## src/rtl/intr_chain_pkg.sv

```systemverilog
package intr_chain_pkg;

  localparam int BUS_W = 8;
  localparam logic [BUS_W-1:0] PREFIX_BYTE = 8'hED;
  localparam logic [BUS_W-1:0] RETURN_BYTE = 8'h4D;

  // strobes from control to datapath
  typedef struct packed {
    logic ackStb;   // accepted acknowledge this cycle
    logic relStb;   // return sequence completed this cycle
    logic wrStb;    // vector register write
  } chainStb_t;

endpackage

```

## src/rtl/intr_chain_dp.sv

```systemverilog
module intr_chain_dp
  import intr_chain_pkg::*;
#(
  parameter int NUM_SRC = 2,
  parameter int VEC_W   = 8,
  parameter int SEL_W   = 1
) (
  input  logic               clk,
  input  logic               rstN,
  input  chainStb_t          stb,
  input  logic [NUM_SRC-1:0] srcReq,
  input  logic [SEL_W-1:0]   vecWrSel,
  input  logic [VEC_W-1:0]   vecWrData,
  output logic               anyPending,
  output logic               anyInService,
  output logic [VEC_W-1:0]   vecOut
);

  logic [NUM_SRC-1:0] pending;
  logic [NUM_SRC-1:0] inService;
  logic [NUM_SRC-1:0] grantOh;
  logic [NUM_SRC-1:0] relOh;
  logic [VEC_W-1:0]   vecReg [NUM_SRC];

  // lowest index wins for both grant and release
  always_comb begin
    logic seenP;
    logic seenS;
    grantOh = '0;
    relOh   = '0;
    seenP   = 1'b0;
    seenS   = 1'b0;
    for (int i = 0; i < NUM_SRC; i++) begin
      if (pending[i] && !seenP) begin
        grantOh[i] = 1'b1;
        seenP      = 1'b1;
      end
      if (inService[i] && !seenS) begin
        relOh[i] = 1'b1;
        seenS    = 1'b1;
      end
    end
  end

  always_ff @(posedge clk or negedge rstN) begin
    if (!rstN) begin
      pending   <= '0;
      inService <= '0;
    end else begin
      for (int i = 0; i < NUM_SRC; i++) begin
        pending[i]   <= (pending[i] & ~(stb.ackStb & grantOh[i])) | srcReq[i];
        inService[i] <= (inService[i] | (stb.ackStb & grantOh[i]))
                        & ~(stb.relStb & relOh[i]);
      end
    end
  end

  generate
    for (genvar g = 0; g < NUM_SRC; g++) begin : gVec
      always_ff @(posedge clk or negedge rstN) begin
        if (!rstN) begin
          vecReg[g] <= '0;
        end else if (stb.wrStb && (vecWrSel == SEL_W'(g))) begin
          vecReg[g] <= vecWrData;
        end
      end
    end
  endgenerate

  always_comb begin
    vecOut = '0;
    for (int i = 0; i < NUM_SRC; i++) begin
      if (stb.ackStb && grantOh[i]) vecOut = vecOut | vecReg[i];
    end
  end

  assign anyPending   = |pending;
  assign anyInService = |inService;

endmodule

```

## src/rtl/intr_chain_ctrl.sv

```systemverilog
module intr_chain_ctrl
  import intr_chain_pkg::*;
(
  input  logic             clk,
  input  logic             rstN,
  input  logic             enIn,
  input  logic             m1,
  input  logic             iorq,
  input  logic [BUS_W-1:0] busData,
  input  logic             vecWrEn,
  input  logic             anyPending,
  input  logic             anyInService,
  output chainStb_t        stb,
  output logic             intReq,
  output logic             enOut,
  output logic             vecDrive
);

  logic fetchCyc;
  logic ackCyc;
  logic prefixSeen;

  assign fetchCyc = m1 & ~iorq;
  assign ackCyc   = m1 & iorq;

  // every fetch re-evaluates the prefix; other cycles leave it alone
  always_ff @(posedge clk or negedge rstN) begin
    if (!rstN) begin
      prefixSeen <= 1'b0;
    end else if (fetchCyc) begin
      prefixSeen <= (busData == PREFIX_BYTE);
    end
  end

  always_comb begin
    stb.ackStb = ackCyc & enIn & anyPending & ~anyInService;
    stb.relStb = fetchCyc & prefixSeen & (busData == RETURN_BYTE)
                 & enIn & anyInService;
    stb.wrStb  = vecWrEn;
  end

  assign intReq   = anyPending & enIn & ~anyInService;
  assign enOut    = enIn & ~anyInService & (~anyPending | prefixSeen);
  assign vecDrive = stb.ackStb;

endmodule

```

## src/rtl/intr_chain_unit.sv

```systemverilog
module intr_chain_unit
  import intr_chain_pkg::*;
#(
  parameter  int NUM_SRC = 2,
  parameter  int VEC_W   = 8,
  localparam int SEL_W   = (NUM_SRC > 1) ? $clog2(NUM_SRC) : 1
) (
  input  logic               clk,
  input  logic               rstN,
  input  logic               enIn,
  input  logic               m1,
  input  logic               iorq,
  input  logic [BUS_W-1:0]   busData,
  input  logic [NUM_SRC-1:0] srcReq,
  input  logic               vecWrEn,
  input  logic [SEL_W-1:0]   vecWrSel,
  input  logic [VEC_W-1:0]   vecWrData,
  output logic               enOut,
  output logic               intReq,
  output logic               vecDrive,
  output logic [VEC_W-1:0]   vecOut
);

  chainStb_t stb;
  logic      anyPending;
  logic      anyInService;

  intr_chain_ctrl uCtrl (
    .clk          (clk),
    .rstN         (rstN),
    .enIn         (enIn),
    .m1           (m1),
    .iorq         (iorq),
    .busData      (busData),
    .vecWrEn      (vecWrEn),
    .anyPending   (anyPending),
    .anyInService (anyInService),
    .stb          (stb),
    .intReq       (intReq),
    .enOut        (enOut),
    .vecDrive     (vecDrive)
  );

  intr_chain_dp #(
    .NUM_SRC (NUM_SRC),
    .VEC_W   (VEC_W),
    .SEL_W   (SEL_W)
  ) uDp (
    .clk          (clk),
    .rstN         (rstN),
    .stb          (stb),
    .srcReq       (srcReq),
    .vecWrSel     (vecWrSel),
    .vecWrData    (vecWrData),
    .anyPending   (anyPending),
    .anyInService (anyInService),
    .vecOut       (vecOut)
  );

endmodule

```

## config.mk

```make
export PLATFORM = sky130hd
export DESIGN_NAME = intr_chain_unit
export DESIGN_NICKNAME = d
export VERILOG_FILES = /design/src/rtl/intr_chain_pkg.sv /design/src/rtl/intr_chain_dp.sv /design/src/rtl/intr_chain_ctrl.sv /design/src/rtl/intr_chain_unit.sv
export SDC_FILE = /design/constraint.sdc
export NUM_CORES = 1
export LEC_CHECK = 0
export BUFFER_PORTS_ARGS = -buffer_cell sky130_fd_sc_hd__buf_4
export CORE_AREA = 2 2 52 54
export CTS_CLUSTER_DIAMETER = 100
export DETAILED_ROUTE_END_ITERATION = 8
export DIE_AREA = 0 0 54 56
export PLACE_DENSITY = 0.74
export SKIP_CTS_REPAIR_TIMING = 1
export SLEW_MARGIN = 15
export SYNTH_ARGS = -nofsm -noshare
export SYNTH_HDL_FRONTEND = slang
export SYNTH_HIERARCHICAL = 1
export SYNTH_SLANG_ARGS = --single-unit
```

## constraint.sdc

```tcl
create_clock -name clk -period 2.1 [get_ports clk]
set_input_delay 0.21 -clock clk [delete_from_list [all_inputs] [get_ports clk]]
set_output_delay 0.21 -clock clk [all_outputs]
set_load 0.05 [all_outputs]
```

After elaboration in Yosys (flattened, before gate mapping). Cells that the tools add are included.

Equal/unequal tests: 2. Muxes and demuxes: 6. Bitwise operators: 35. Reductions and logical operators: 10.

Operators by type and width (count): 1-bit AND (21); 8-bit two-way mux (2); 8-bit by 7-bit equality test with 1-bit output (second input constant) (1); 8-bit equality test (second input constant) (1); 1-bit inverter (8); 8-bit OR (1); 1-bit logical AND (6); 1-bit OR (5); 1-bit two-way mux (4); 2-bit OR reduction (2); 1-bit logical NOT (2).

Register bits after elaboration: 21. Input bits: 25. Output and inout bits: 11. Word-level logic and storage cells: 58.

Longest topological paths before layout.
Depth after elaboration: 9. Depth in mapped cells: 8. Depth with buffers taken out: 5.

Modules after synthesis. Netlist, hierarchy kept.

Modules (own cells, without submodules): intr_chain_dp (times used 1, cells each 63, area an instance 918.4 µm², seq. area each 500.5 µm²); intr_chain_ctrl (times used 1, cells each 16, area an instance 133.9 µm², seq. area each 25.0 µm²).

Worst setup path before layout. OpenSTA, ideal clock, no wires.

Path type: reg-to-output. Start: register uDp.inService[0]. End: output vecOut[0]. Arrival: 2765 ps. Data required time: 1890 ps. Path slack: -875 ps. Stages on the path, launching flop included: 8. Buffers on the path: 2. Path through: dfrtp_1 -> or2_2 -> and3b_1 -> and3_1 -> buf_4 -> nor2b_1 -> buf_2 -> a32o_1.

Longest elaborated chain between the ends: 7. Elaborated cells on any way between the ends: 8. Classes of those cells: 2 x mux; 3 x bitwise; 3 x reduce/logical.

RTL lines: start, declared (line intr_chain_dp.sv:20) `logic [NUM_SRC-1:0] inService;`; start signal, assigned by index (line intr_chain_dp.sv:52) `inService[i] <= (inService[i] | (stb.ackStb & grantOh[i]))`; 2-bit OR reduction (*) (line intr_chain_dp.sv:78) `assign anyInService = |inService;`; net anyInService (line intr_chain_unit.sv:26) `logic anyInService;`; 1-bit inverter (*) (line intr_chain_ctrl.sv:36) `stb.ackStb = ackCyc & enIn & anyPending & ~anyInService;`; 1-bit AND (*) (line intr_chain_ctrl.sv:36); net vecDrive (line intr_chain_unit.sv:20) `output logic vecDrive,`; 1-bit logical AND (line intr_chain_dp.sv:73) `if (stb.ackStb && grantOh[i]) vecOut = vecOut | vecReg[i];`; 8-bit two-way mux (line intr_chain_dp.sv:73); 8-bit OR (line intr_chain_dp.sv:73); 8-bit two-way mux (*) (line intr_chain_dp.sv:73); end, declared (line intr_chain_unit.sv:21) `output logic [VEC_W-1:0] vecOut`.

The timed path passes the listed nets; every way through them passes the cells marked *.

Final worst setup path.
Start: register uDp.inService[1]. End: output vecOut[2].

Longest elaborated chain between the ends: 7. Elaborated cells on any way between the ends: 8. Classes of those cells: 2 x mux; 3 x bitwise; 3 x reduce/logical.

RTL lines (line): 2-bit OR reduction (*) (intr_chain_dp.sv:78); net anyInService (intr_chain_unit.sv:26); 1-bit inverter (*) (intr_chain_ctrl.sv:36); 1-bit AND (*) (intr_chain_ctrl.sv:36); 1-bit logical AND (intr_chain_dp.sv:73); 8-bit two-way mux (intr_chain_dp.sv:73); 8-bit OR (intr_chain_dp.sv:73); 8-bit two-way mux (*) (intr_chain_dp.sv:73).

Marked as above.

==> summary.md <==
| Metric | Value |
|---|---|
| Status | `finished, violations left` |
| Violated checks | `setup timing` |
| Reg clk slew, reported paths | `0.12 ns` |
| Initial antenna violation count | `0` |
| NetSw | `253 µW` |
| FF-to-FF setup slack | `0.43 ns` |
| Min-Delay Path Class | `primary input to flop` |
| Final min period | `2.25 ns` |
| Starting density of the core | `43.3%` |
| RSZ-0062 raised after global routing | `true` |
| H-tree level count | `1` |
| CP max stage delay | `0.39 ns` |
| Final worst slack | `-0.148 ns` |
| Register area | `526 µm²` |
| DP Worst Slack | `0.110 ns` |
| Tcrit/Tclk final | `107%` |
| Max_cap viols | `0` |
| Design Power | `939 µW` |
| FF+latch count, synth | `21` |
| Startpoint types | `flop` |
| Detail Route Antenna Nets | `0` |
| GRT Total Usage | `15.7%` |
| Area of the multi-input gates | `509 µm²` |
| Die height | `56 µm` |
| Area of the mapped netlist | `0.00105 mm²` |
| Slew HR | `75.4%` |
| Worst skew pair latency | `0.30 ns` |
| Finish-stage setup viols | `8` |
| DR DRC count | `0` |
| Sequential Power Share | `52.6%` |
| CP max stage cell | `dfrtp_1` |
| Fillers | `200` |
| Worst path required time | `1.89 ns` |
| Pint | `686 µW` |
| Leak | `0.000749 µW` |
| Syn Nets | `104` |
| Worst Hold End | `uDp/pending[0]$_DFF_PN0_` |
| Final WL | `2.27 mm` |
| Kind of critical path | `flop to primary output` |
| Synthesis Warnings | `6` |
| Sequential element share of the synthesized area | `49.9%` |
| First-pass DRT Iterations | `4` |
| First-pass GRT wire length | `3.46 mm` |
| Final instance area | `0.00152 mm²` |
| Share of cells above drive strength 1 | `66.9%` |
| Clk pwr share | `20.5%` |
| DP Area | `0.00135 mm²` |
| R2r worst-path depth | `7` |
| Util after Layout | `62.3%` |
| Critical Path Most Common Cell | `buf_6` |
| Vias per inst | `5.19` |
| Die Wd | `54 µm` |
| Max Freq | `445 MHz` |
| Critical-path cell list | `or2_4, and3b_2, and3_4, nor2b_4, buf_6, a32o_2, buf_6` |
| Reg-to-reg startpoint | `uDp/pending[0]$_DFF_PN0_` |
| Hold Path Origin | `srcReq[0]` |
| Core area | `0.00243 mm²` |
| Die area | `0.00302 mm²` |
| Buffers on Ports | `35` |
| Worst-Margin Slew | `0.368 ns` |
| CTS Buffer Depth | `2` |
| Pins Over Slew Limit | `0` |
| Yosys cell types | `28` |
| Syn-to-layout area delta | `44.0%` |
| Worst EP arrival | `2.04 ns` |
| Root Driver | `clkbuf_4` |
| Pwr/cell area | `620 mW/mm²` |
| Initial DRC count | `5` |
| Post-DP HPWL | `1.61 mm` |
| Crit-path max FO | `5` |
| Number of clock sinks | `21` |
| Worst R2R End | `uDp/inService[1]$_DFF_PN0_` |
| I/O Pins | `36` |
| CTS tree | `done` |
| Inserted Clock Buffers | `3` |
| Cells after synthesis | `79` |
| Critical Path Source | `uDp/inService[1]$_DFF_PN0_` |
| Number of global-route vias before repair | `777` |
| Vias | `799` |
| Hold path depth | `2` |
| Combinational share of power | `26.9%` |
| CP Capture Type | `primary output` |
| Nets | `150` |
| Core Rows | `18` |
| Grt total ovfl | `0` |
| Fin. Hold Viols | `0` |
| Largest net degree at the start of global routing | `22` |
| Diode count | `0` |
| Routability cong. | `0.786` |
| Net Sw Frac | `27.0%` |
| Final setup skew | `0.00366 ns` |
| Peak supply drop | `0.000447 V` |
| Drt wl/cell | `14.7 µm` |
| Avg Cell Area, Syn | `13.3 µm²` |
## cell usage in the layout, fill, tap and decap left out
cell	instances
buf_4	36
dfrtp_1	21
a32o_2	8
mux2_2	8
mux2_4	8
buf_6	6
buf_8	4
clkbuf_4	3
nand2b_1	3
nand2_1	3
nand3b_1	2
nor2b_1	2
nor2b_4	2
inv_1	2
or2_4	2
clkinv_2	1
dlygate4sd3_1	1
and3b_2	1
and3_4	1
and4b_1	1
nor4_2	1
nor3b_1	1
o31ai_1	1
and2_2	1
a21o_1	1
mux2i_1	1
o21bai_1	1
a22o_1	1
nand2_2	1
## power groups by stage
| stage | logic, µW | clock network, µW | registers, µW |
|---|---|---|---|
| 2_1_floorplan | 144 | 0 | 493 |
| 3_3_place_gp | 205 | 0 | 500 |
| 3_5_place_dp | 212 | 0 | 505 |
| 4_1_cts | 213 | 200 | 497 |
| 5_1_grt | 270 | 227 | 502 |
| 6_report | 253 | 193 | 494 |
## critical path: cells and delay by family, from the launching register on
family	cells	cell delay, ns
AND/OR/NAND/NOR	4	0.87
flip-flops	1	0.39
buffers and inverters	2	0.29
AO/OA/AOI/OAI	1	0.18
## cell usage after synthesis
cell      instances  area [µm²]
buf_6             1        11.3
nor4_2            1        12.5
or2_2             2        12.5
and3b_1           1        8.76
nand2b_1          3        18.8
nor3b_1           1        7.51
dfrtp_1          21         526
mux2i_1           1        10.0
mux2_2            8        90.1
and2_1            1        6.26
buf_2             1        5.00
buf_4             2        15.0
clkbuf_1          1        3.75
nand3b_1          2        15.0
clkbuf_2          1        5.00
o31ai_1           1        7.51
nand2_1           3        11.3
a22o_1            1        8.76
o21bai_1          1        7.51
a21o_1            1        7.51
nor2b_1           3        18.8
nor2b_4           1        13.8
and3_1            1        6.26
nand2_2           1        6.26
and4b_1           1        10.0
a32o_1            8        80.1
inv_1             2        7.51
mux2_4            8         120
## final cells by class
type,count,share of cell area (%)
well taps,30,2.48
clock inverters,1,0.330
multi-input cells,50,33.6
inverters,2,0.495
repair buffers,47,26.9
flip-flops and latches,21,34.7
clock buffers,3,1.49
## kinds of logic after synthesis
family	synth area share, %
AO/OA/AOI/OAI	10.6
flip-flops	49.9
AND/OR/NAND/NOR	14.0
multiplexers	20.9
buffers and inverters	4.52
## layer usage
metal  share of wire (%)  wire, µm  vias up  GRT usage [%]
met4                   0         0        0           5.36
met3                 5.5       124        0           4.03
met5                   0         0        -              0
met1                  40       898      401           19.5
met2                  55      1250       20           26.0
li1                    -         -      378              -
## how the worst max path moves through the flow
stage                     end  slack, ns  cells after the start
floorplan           vecOut[0]      -0.23                      7
global placement    vecOut[4]       0.13                      6
detailed placement  vecOut[2]       0.11                      7
CTS                 vecOut[2]      -0.24                      6
global route        vecOut[3]      -0.24                      7
finish              vecOut[2]      -0.15                      7
## sequential cells by signal, summed over array words and instances, names as in the netlist
register and count:
uDp/pending 2, uDp/vecReg 16, uDp/inService 2, uCtrl/prefixSeen 1
## metrics by stage
| stage | TNS (ns) | std cells | hold WS (ns) |
|---|---|---|---|
| 2_1_floorplan | -2.01 | 79 | -0.0856 |
| 3_3_place_gp | 0 | 141 | 0.103 |
| 3_5_place_dp | 0 | 141 | 0.110 |
| 4_1_cts | -1.87 | 145 | -0.235 |
| 5_1_grt | -1.85 | 154 | 0.0714 |
| 6_report | -1.08 | 154 | 0.0798 |
Note: power is estimated with default switching activity, not from simulation.
